`src/rtl/sync_irq_pkg.sv`:
```
package sync_irq_pkg;
  localparam int PTR_W  = 24;
  localparam int BYTE_W = 8;
  localparam int N_CH   = 2;

  localparam logic [3:0] REG_CTRL = 4'd0;
  localparam logic [3:0] REG_STAT = 4'd1;
  localparam logic [3:0] REG_MASK = 4'd2;
  localparam logic [3:0] REG_PRE_BASE = 4'd3;
  localparam int PRE_STRIDE = 3;

  localparam int ST_APKT  = 0;
  localparam int ST_VPKT  = 1;
  localparam int ST_SEQE  = 3;
  localparam int ST_ASYNC = 5;
  localparam int ST_VSYNC = 6;
  localparam logic [7:0] ST_LIVE = 8'b0110_1011;

  typedef enum logic {HUNT_IDLE, HUNT_ARMED} hunt_e;
endpackage

```
`src/rtl/ptr_cmp.sv`:
```
module ptr_cmp
  import sync_irq_pkg::*;
(
  input  logic             clk,
  input  logic             rst_n,
  input  logic             en,
  input  logic [PTR_W-1:0] rptr,
  input  logic [PTR_W-1:0] preset,
  output logic             pulse
);
  logic hit_now, hit_q;
  assign hit_now = en && (rptr == preset);

  always_ff @(posedge clk or negedge rst_n) begin
    if (!rst_n) begin
      hit_q <= 1'b0;
      pulse <= 1'b0;
    end else begin
      hit_q <= hit_now;
      pulse <= hit_now && !hit_q;
    end
  end

  assert_pulse_single_R3: assert property (@(posedge clk) disable iff (!rst_n)
    pulse |=> !pulse);
  assert_no_pulse_disabled_R1: assert property (@(posedge clk) disable iff (!rst_n)
    !$past(en) |-> !pulse);
endmodule

```
`src/rtl/sync_hunter.sv`:
```
module sync_hunter
  import sync_irq_pkg::*;
#(
  parameter bit IS_VIDEO = 1'b0
)(
  input  logic              clk,
  input  logic              rst_n,
  input  logic              arm,
  input  logic              s_valid,
  input  logic              s_ready,
  input  logic [BYTE_W-1:0] s_data,
  output logic              found
);
  localparam logic [BYTE_W-1:0] HIST_INIT = IS_VIDEO ? 8'hFF : 8'h00;

  hunt_e st;
  logic [BYTE_W-1:0] h0, h1, h2;
  logic beat, pat;
  assign beat = s_valid && s_ready;

  generate
    if (IS_VIDEO) begin : g_pic
      assign pat = (h2 == 8'h00) && (h1 == 8'h00) && (h0 == 8'h01) && (s_data == 8'h00);
    end else begin : g_aud
      assign pat = (h0 == 8'hFF) && (s_data[7:4] == 4'hF);
    end
  endgenerate

  always_ff @(posedge clk or negedge rst_n) begin
    if (!rst_n) begin
      st    <= HUNT_IDLE;
      h0    <= HIST_INIT;
      h1    <= HIST_INIT;
      h2    <= HIST_INIT;
      found <= 1'b0;
    end else begin
      found <= 1'b0;
      if (arm) begin
        st <= HUNT_ARMED;
        h0 <= HIST_INIT;
        h1 <= HIST_INIT;
        h2 <= HIST_INIT;
      end else if (st == HUNT_ARMED && beat) begin
        h2 <= h1;
        h1 <= h0;
        h0 <= s_data;
        if (pat) begin
          found <= 1'b1;
          st    <= HUNT_IDLE;
        end
      end
    end
  end

  assert_found_needs_arm_R4: assert property (@(posedge clk) disable iff (!rst_n)
    found |-> ($past(st) == HUNT_ARMED));
  assert_idle_after_found_R10: assert property (@(posedge clk) disable iff (!rst_n)
    found |-> (st == HUNT_IDLE || $past(arm)));
endmodule

```
`src/rtl/irq_status.sv`:
```
module irq_status
  import sync_irq_pkg::*;
(
  input  logic        clk,
  input  logic        rst_n,
  input  logic [7:0]  evt,
  input  logic        rd_clr,
  input  logic [7:0]  mask,
  output logic [7:0]  status,
  output logic        irq_n
);
  always_ff @(posedge clk or negedge rst_n) begin
    if (!rst_n) status <= '0;
    else        status <= ((status & ~{8{rd_clr}}) | evt) & ST_LIVE;
  end

  assign irq_n = ~|(status & ~mask);

  assert_event_kept_R8: assert property (@(posedge clk) disable iff (!rst_n)
    (|(evt & ST_LIVE)) |=> ((status & $past(evt & ST_LIVE)) == $past(evt & ST_LIVE)));
  assert_clear_on_read_R6: assert property (@(posedge clk) disable iff (!rst_n)
    (rd_clr && evt == 8'h00) |=> (status == 8'h00));
endmodule

```
`src/rtl/sync_irq_ctrl.sv`:
```
module sync_irq_ctrl
  import sync_irq_pkg::*;
(
  input  logic              clk,
  input  logic              rst_n,
  input  logic [3:0]        host_addr,
  input  logic              host_wr,
  input  logic              host_rd,
  input  logic [7:0]        host_wdata,
  output logic [7:0]        host_rdata,
  input  logic [PTR_W-1:0]  a_rptr,
  input  logic [PTR_W-1:0]  v_rptr,
  input  logic              a_valid,
  input  logic              a_ready,
  input  logic [BYTE_W-1:0] a_data,
  input  logic              v_valid,
  input  logic              v_ready,
  input  logic [BYTE_W-1:0] v_data,
  input  logic              pp_aud_pkt,
  input  logic              pp_vid_pkt,
  input  logic              pp_seq_end,
  output logic              irq_n
);
  logic [2:0] ctrl;
  logic [7:0] mask;
  logic [7:0] status;
  logic [7:0] evt;
  logic       rd_clr;

  logic [N_CH-1:0]   cmp_en, pulse, found;
  logic [PTR_W-1:0]  rptr_c   [N_CH];
  logic [PTR_W-1:0]  active_c [N_CH];
  logic [BYTE_W-1:0] lo_c     [N_CH];
  logic [BYTE_W-1:0] mid_c    [N_CH];
  logic [N_CH-1:0]   valid_c, ready_c;
  logic [BYTE_W-1:0] data_c   [N_CH];

  assign cmp_en  = {ctrl[0], |ctrl[2:1]};
  assign rptr_c[0] = a_rptr;
  assign rptr_c[1] = v_rptr;
  assign valid_c = {v_valid, a_valid};
  assign ready_c = {v_ready, a_ready};
  assign data_c[0] = a_data;
  assign data_c[1] = v_data;

  always_ff @(posedge clk or negedge rst_n) begin
    if (!rst_n) begin
      ctrl <= '0;
      mask <= '0;
    end else if (host_wr) begin
      if (host_addr == REG_CTRL) ctrl <= host_wdata[2:0];
      if (host_addr == REG_MASK) mask <= host_wdata;
    end
  end

  genvar ch;
  generate
    for (ch = 0; ch < N_CH; ch++) begin : g_ch
      localparam logic [3:0] A_LO  = REG_PRE_BASE + 4'(PRE_STRIDE * ch);
      localparam logic [3:0] A_MID = A_LO + 4'd1;
      localparam logic [3:0] A_HI  = A_LO + 4'd2;

      always_ff @(posedge clk or negedge rst_n) begin
        if (!rst_n) begin
          lo_c[ch]     <= '0;
          mid_c[ch]    <= '0;
          active_c[ch] <= '0;
        end else if (host_wr) begin
          if (host_addr == A_LO)  lo_c[ch]  <= host_wdata;
          if (host_addr == A_MID) mid_c[ch] <= host_wdata;
          if (host_addr == A_HI)  active_c[ch] <= {host_wdata, mid_c[ch], lo_c[ch]};
        end
      end

      ptr_cmp u_cmp (
        .clk    (clk),
        .rst_n  (rst_n),
        .en     (cmp_en[ch]),
        .rptr   (rptr_c[ch]),
        .preset (active_c[ch]),
        .pulse  (pulse[ch])
      );

      sync_hunter #(.IS_VIDEO(ch == 1)) u_hunt (
        .clk     (clk),
        .rst_n   (rst_n),
        .arm     (pulse[ch]),
        .s_valid (valid_c[ch]),
        .s_ready (ready_c[ch]),
        .s_data  (data_c[ch]),
        .found   (found[ch])
      );
    end
  endgenerate

  always_comb begin
    evt = '0;
    evt[ST_APKT]  = pp_aud_pkt;
    evt[ST_VPKT]  = pp_vid_pkt;
    evt[ST_SEQE]  = pp_seq_end;
    evt[ST_ASYNC] = found[0];
    evt[ST_VSYNC] = found[1];
  end

  assign rd_clr = host_rd && (host_addr == REG_STAT);

  irq_status u_stat (
    .clk    (clk),
    .rst_n  (rst_n),
    .evt    (evt),
    .rd_clr (rd_clr),
    .mask   (mask),
    .status (status),
    .irq_n  (irq_n)
  );

  always_ff @(posedge clk or negedge rst_n) begin
    if (!rst_n) host_rdata <= '0;
    else if (host_rd) begin
      case (host_addr)
        4'd0:    host_rdata <= {5'b0, ctrl};
        4'd1:    host_rdata <= status;
        4'd2:    host_rdata <= mask;
        4'd3:    host_rdata <= lo_c[0];
        4'd4:    host_rdata <= mid_c[0];
        4'd5:    host_rdata <= active_c[0][PTR_W-1 -: 8];
        4'd6:    host_rdata <= lo_c[1];
        4'd7:    host_rdata <= mid_c[1];
        4'd8:    host_rdata <= active_c[1][PTR_W-1 -: 8];
        default: host_rdata <= 8'h00;
      endcase
    end
  end
endmodule

```
`config.mk`:
```
export PLATFORM = sky130hd
export DESIGN_NAME = sync_irq_ctrl
export DESIGN_NICKNAME = d
export VERILOG_FILES = /design/src/rtl/sync_irq_pkg.sv /design/src/rtl/ptr_cmp.sv /design/src/rtl/sync_hunter.sv /design/src/rtl/irq_status.sv /design/src/rtl/sync_irq_ctrl.sv
export SDC_FILE = /design/constraint.sdc
export NUM_CORES = 1
export LEC_CHECK = 0
export CELL_PAD_IN_SITES_DETAIL_PLACEMENT = 1
export CELL_PAD_IN_SITES_GLOBAL_PLACEMENT = 1
export CORE_MARGIN = 2
export CORE_UTILIZATION = 48
export DETAILED_ROUTE_END_ITERATION = 10
export GPL_ROUTABILITY_DRIVEN = 0
export PLACE_DENSITY_LB_ADDON = 0.1
export REMOVE_ABC_BUFFERS = 1
export SYNTH_ARGS = -nofsm -noshare
export SYNTH_HDL_FRONTEND = slang
export SYNTH_SLANG_ARGS = --single-unit
```
`constraint.sdc`:
```
create_clock -name clk -period 2.55 [get_ports clk]
set_input_delay 0.3825 -clock clk [delete_from_list [all_inputs] [get_ports clk]]
set_output_delay 0.3825 -clock clk [all_outputs]
set_load 0.005 [all_outputs]
```
---- Yosys cells after proc, flatten, opt, wreduce, memory -nomap -nowiden ----
Cells that the tools add are included.
operators by class
  mux-type cells .......................... 21
  add/subtract/negate cells ............... 0
  shift operators ......................... 0
  bitwise logic cells ..................... 5
  order comparisons ....................... 0
  equality and inequality tests ........... 13
  reduce and logical (&&, ||, !) cells .... 36
  multiply operators ...................... 0
  divide/modulo/power cells ............... 0
operators by type and width
  operator              number
  $pmux W8 S9           1
  $mux W8               8
  $eq A24 B24 Y1        2
  $logic_not A8 Y1      3
  $reduce_and A2 Y1     10
  $eq A4 B3 Y1 const B  4
  $logic_and A1 B1 Y1   13
  $mux W1               12
  $and A7 B8 Y8         1
  $eq A4 B2 Y1 const B  2
  $eq A4 B4 Y1 const B  2
  $eq A8 B1 Y1 const B  1
  $eq A8 B8 Y1 const B  1
  $not A8 Y8            1
  $reduce_bool A2 Y1    4
  $reduce_or A8 Y1      1
  $and A7 B7 Y7         1
  $not A7 Y7            1
  $or A7 B7 Y7          1
  $eq A4 B1 Y1 const B  1
  $logic_not A4 Y1      1
  $logic_not A1 Y1      3
  $reduce_or A2 Y1      1
word-level totals
  word-level logic and storage cells ...... 97
  memories ................................ 0
  latch bits .............................. 0
  flip-flop bits (word level) ............. 144
  output and inout bits ................... 9
  memory bits (read-only) ................. 0
  RAM bits ................................ 0

---- Longest topological paths before layout ----
  depth after elaboration ................. 7
  mapped depth ............................ 6

---- Modules after synthesis ----
Synthesis repeated with hierarchy kept, for this count alone.
second synthesis, totals
  cell total of the unflattened synthesis .. 576
  area, all modules ....................... 7093.1 sq um
modules (own cells, without submodules)
  module                        times used  sequential area each (sq um)  cells an instance  area an instance (sq um)
  sync_irq_ctrl                 1           2477.4                        312                4514.3
  sync_hunter (g_ch[1].u_hunt)  1           680.7                         121                1189.9
  ptr_cmp                       2           50.0                          37                 332.8
  sync_hunter (g_ch[0].u_hunt)  1           250.2                         46                 471.7
  irq_status                    1           125.1                         23                 251.5

---- Worst setup path before layout ----
OpenSTA, ideal clock, no wires.
  path type ............................... input -> register
  start ................................... input port host_addr[2]
  end ..................................... register active_c[40] (netlist bit)
  stages .................................. 6
  arrival ................................. 1.476 ns
  setup time .............................. 0.125 ns
  path slack .............................. 0.949 ns
  cell sequence ........................... buf_6 -> and2b_2 -> nand2_2 -> nor2_4 -> buf_4 -> mux2_2
on the way
  cells in the longest elaborated chain, start to end .. 2
ends and longest elaborated chain
  what                           RTL line             RTL
  start, declared                sync_irq_ctrl.sv:6   input logic [3:0] host_addr,
  $eq A4 B3 Y1                   sync_irq_ctrl.sv:71  if (host_addr == A_HI) active_c[ch] <= {host_wdata, mid_c[ch], lo_c[ch]};
  $reduce_and A2 Y1 (no line)    n/a
  end signal, assigned by index  sync_irq_ctrl.sv:71
  end, declared                  sync_irq_ctrl.sv:32  logic [PTR_W-1:0] active_c [N_CH];
Every way passes these cells.
A chain may end at the register's enable or synchronous reset.

---- Final worst setup path ----
  start ................................... register u_stat.status[5]
  end ..................................... output port irq_n
on the way
  cells in the longest elaborated chain, start to end .. 3
ends and longest elaborated chain
  what                    RTL line             RTL
  start, declared         irq_status.sv:9      output logic [7:0] status,
  start signal, assigned  irq_status.sv:14     else status <= ((status & ~{8{rd_clr}}) | evt) & ST_LIVE;
  $and A7 B8 Y8           irq_status.sv:17     assign irq_n = ~|(status & ~mask);
  $reduce_or A8 Y1        irq_status.sv:17
  $logic_not A1 Y1        irq_status.sv:17
  end, declared           sync_irq_ctrl.sv:22  output logic irq_n
Every way passes these cells.

==> insert_results.sql <==
INSERT INTO impl_metrics (metric_group, metric, value, unit) VALUES
('status', 'run_status', 'finished clean', ''),
('logic_synthesis', 'yosys_warnings', '0', ''),
('placed_design', 'dpl.cell_count', '834', ''),
('global_route', 'grt.total_usage', '25.2', '%'),
('global_route', 'grt_pass1_vias', '5341', ''),
('floorplanning', 'initial_utilization', '49.6', '%'),
('clocking', 'cts-root-buf', 'clkbuf_16', ''),
('critical_path', 'critical_path.max_stage_delay', '570', 'ps'),
('logic_synthesis', 'synth_most_common_cell', 'dfrtp_1', ''),
('drt', 'drc', '0', ''),
('global_route', 'largest_net_degree_at_the_start_of_global_routing', '66', ''),
('floorplanning', 'die_width', '124', 'um'),
('clocking', 'tritoncts.num_buffers', '17', ''),
('cells_and_area', 'multiInputGateArea', '0.00310', 'mm2'),
('cells_and_area', 'antenna_cells', '0', ''),
('critical_path', 'worst-path-max-fanout', '3', ''),
('hold_path', 'worstHoldEndpoint', 'g_ch[1].u_cmp.pulse', ''),
('clocking', 'worst_skew_pair_latency', '430', 'ps'),
('cells_and_area', 'final-seq-area', '0.00363', 'mm2'),
('critical_path', 'cp_top_family', 'buffers and inverters', ''),
('hold_path', 'hold_depth', '1', ''),
('flow_run', 'total_of_max_cap_violations', '0', ''),
('cells_and_area', 'final_util', '62.0', '%'),
('hold_path', 'timing.hold.worst.class', 'register to register', ''),
('critical_path', 'worst-path-buf-inv', '2', ''),
('power_and_ir_drop', 'p_total', '6830', 'uW'),
('drt', 'post_drt_wl_per_cell', '20.9', 'um'),
('clocking', 'postCtsSetupBuffers', '0', ''),
('logic_synthesis', 'synth_flop_cell', 'dfrtp_1', ''),
('hold_path', 'hp-start', 'g_ch[1].u_cmp.hit_q', ''),
('drt', 'initialDrtViolationCount', '283', ''),
('power_and_ir_drop', 'power.static_leakage', '0.00373', 'uW'),
('logic_synthesis', 'ys_types', '55', ''),
('cells_and_area', 'final_nets', '761', ''),
('drt', 'postRouteWirelength', '18100', 'um'),
('drt', 'via_per_inst', '5.69', ''),
('logic_synthesis', 'synth_area_leader_cell', 'dfrtp_1', ''),
('drt', 'drtAntennaViolNets', '0', ''),
('sta', 'period_share', '89.5', '%'),
('critical_path', 'critical_path_cell_with_the_highest_stage_delay', 'clkdlybuf4s50_1', ''),
('sta', 'rsz_0062_raised_after_global_routing', 'false', ''),
('cells_and_area', 'fill_cells', '1457', ''),
('clocking', 'tritoncts', 'built', ''),
('drt', 'drt-pass1-iter-count', '4', ''),
('global_route', 'grt_pass1_wl', '28700', 'um'),
('floorplanning', 'die_h', '124', 'um'),
('critical_path', 'timing.reg2reg.worst_path_depth', '4', ''),
('sta', 'slew_headroom', '56.6', '%'),
('logic_synthesis', 'syn-mean-instance-area', '12.1', 'um2'),
('logic_synthesis', 'synth.area.top_cells', 'dfrtp_1 (43%), mux2_2 (12%), dfstp_2 (9.1%), mux2_4 (4.3%), nand2_1 (3.8%)', ''),
('logic_synthesis', 'synth_top_area_share', '43.3', '%'),
('global_route', 'grt_antenna_before_repair', '0', ''),
('power_and_ir_drop', 'p_per_area', '788', 'mW/mm2'),
('logic_synthesis', 'synthTopCellsByCount', 'dfrtp_1 (120), mux2_2 (75), nand2_1 (70)', ''),
('critical_path', 'timing.reg2reg.setup_slack', '850', 'ps'),
('floorplanning', 'count_of_boundary_i_o_pins', '96', ''),
('logic_synthesis', 'number_of_enable_type_register_cells_in_the_synthesized_netlist', '0', ''),
('sta', 'totalNegativeSetupSlack', '0', 'ps'),
('floorplanning', 'coreArea', '0.0140', 'mm2'),
('sta', 'report.final.setup_viol', '0', ''),
('placed_design', 'detailedPlacementHpwl', '12900', 'um'),
('sta', 'timing_max_transition_violations_final', '0', ''),
('clocking', 'path_clk_slew', '50', 'ps'),
('logic_synthesis', 'flip_flop_and_latch_count_after_synthesis', '144', ''),
('critical_path', 'start_kind', 'register', ''),
('floorplanning', 'std_cell_rows', '43', ''),
('critical_path', 'critical_path_arrival', '1900', 'ps'),
('critical_path', 'reg2reg_from', 'active_c[20]', ''),
('logic_synthesis', 'synth_async_sr_flop_share', '100', '%'),
('power_and_ir_drop', 'ir_worst_vdd', '0.430', 'mV'),
('floorplanning', 'die-area', '0.0154', 'mm2');
[state kept, by name, summed over array words and instances (netlist names)]
name,cells
active_c,48
ctrl,3
g_ch.u_cmp.hit_q,2
g_ch.u_cmp.pulse,2
g_ch.u_hunt.found,2
g_ch.u_hunt.h0,16
g_ch.u_hunt.h1,8
g_ch.u_hunt.h2,8
g_ch.u_hunt.st,2
host_rdata,8
lo_c,16
mask,8
mid_c,16
u_stat.status,5
[layout make-up]
class	instances	area share [%]
multi-input cells	392	35.7
clock buffers	25	5.49
inverters	12	0.520
well taps	180	2.60
clock inverters	7	0.967
repair buffers	107	12.8
flip-flops and latches	144	41.9
[worst max path at each step]
| stage | slack, ps | endpoint | from | cells after the start |
|---|---|---|---|---|
| 2_1_floorplan | 880 | active_c[40] | host_addr[3] | 4 |
| 3_5_place_dp | 160 | mid_c[0] | host_addr[0] | 5 |
| 5_1_grt | 180 | irq_n | u_stat.status[5] | 4 |
| 6_report | 270 | irq_n | u_stat.status[5] | 4 |
| 3_3_place_gp | 250 | mid_c[2] | host_addr[0] | 5 |
| 4_1_cts | 240 | irq_n | u_stat.status[5] | 4 |
[worst register-to-register path, stage by stage, from the launching register on]
cell	delay [ps]
dfrtp_1	400
xnor2_1	240
nand4_1	140
or4_1	640
nor3_1	210
[kinds of logic after synthesis]
group                     share of synthesized area [%]
AOI/OAI and AO/OA                                  5.40
xor gates and xnor gates                           6.06
buffers and inverters                              2.91
DFF                                                52.4
muxes                                              18.4
and+or+nand+nor                                    14.8
[stage by stage]
step | instance area [um2] | hold slack, ps
3_3_place_gp | 8100 | 397
4_1_cts | 8670 | 409
3_5_place_dp | 8100 | 405
5_1_grt | 8670 | 433
2_1_floorplan | 6780 | 86.9
6_report | 8670 | 404
[per-layer routing]
metal,GRT usage [%],vias up,wire [um]
met4,9.62,0,461
li1,-,2237,-
met2,43.1,135,9220
met5,0,-,0
met3,5.36,39,847
met1,31.3,2522,7560
[cell usage in the layout, fill, tap and decap left out, types with 3 or more instances in the layout]
cell type and count:
nand3_1 11, buf_12 5, nand2_1 70, nor4_1 12, nor2b_1 4, clkdlybuf4s50_1 94
mux2_2 75, clkbuf_16 17, and2_1 3, mux2i_1 10, a21oi_1 12, dfrtp_1 120
dfstp_2 24, buf_4 6, clkinv_2 4, clkbuf_1 6, xnor2_1 26, nor2_1 12
o21ai_0 5, mux2_4 20, nand3b_1 28, o22ai_1 7, xor2_1 22, and3_1 3
inv_1 11, nand4_1 10, a21o_1 5, a221oi_1 6, nor3_1 9, o221ai_1 3
nand2b_1 5
[power breakdown]
group          internal, uW  switching [uW]
registers              2780             406
logic                   754             495
clock network          1480             908
total                  5020            1810
[what timing repair did]
item	CTS	global route
hold buffers	1	0
endpoints found under the hold margin	42	0
endpoints found under the setup margin	0	0
No activity file was read; power rests on OpenSTA's default activity.
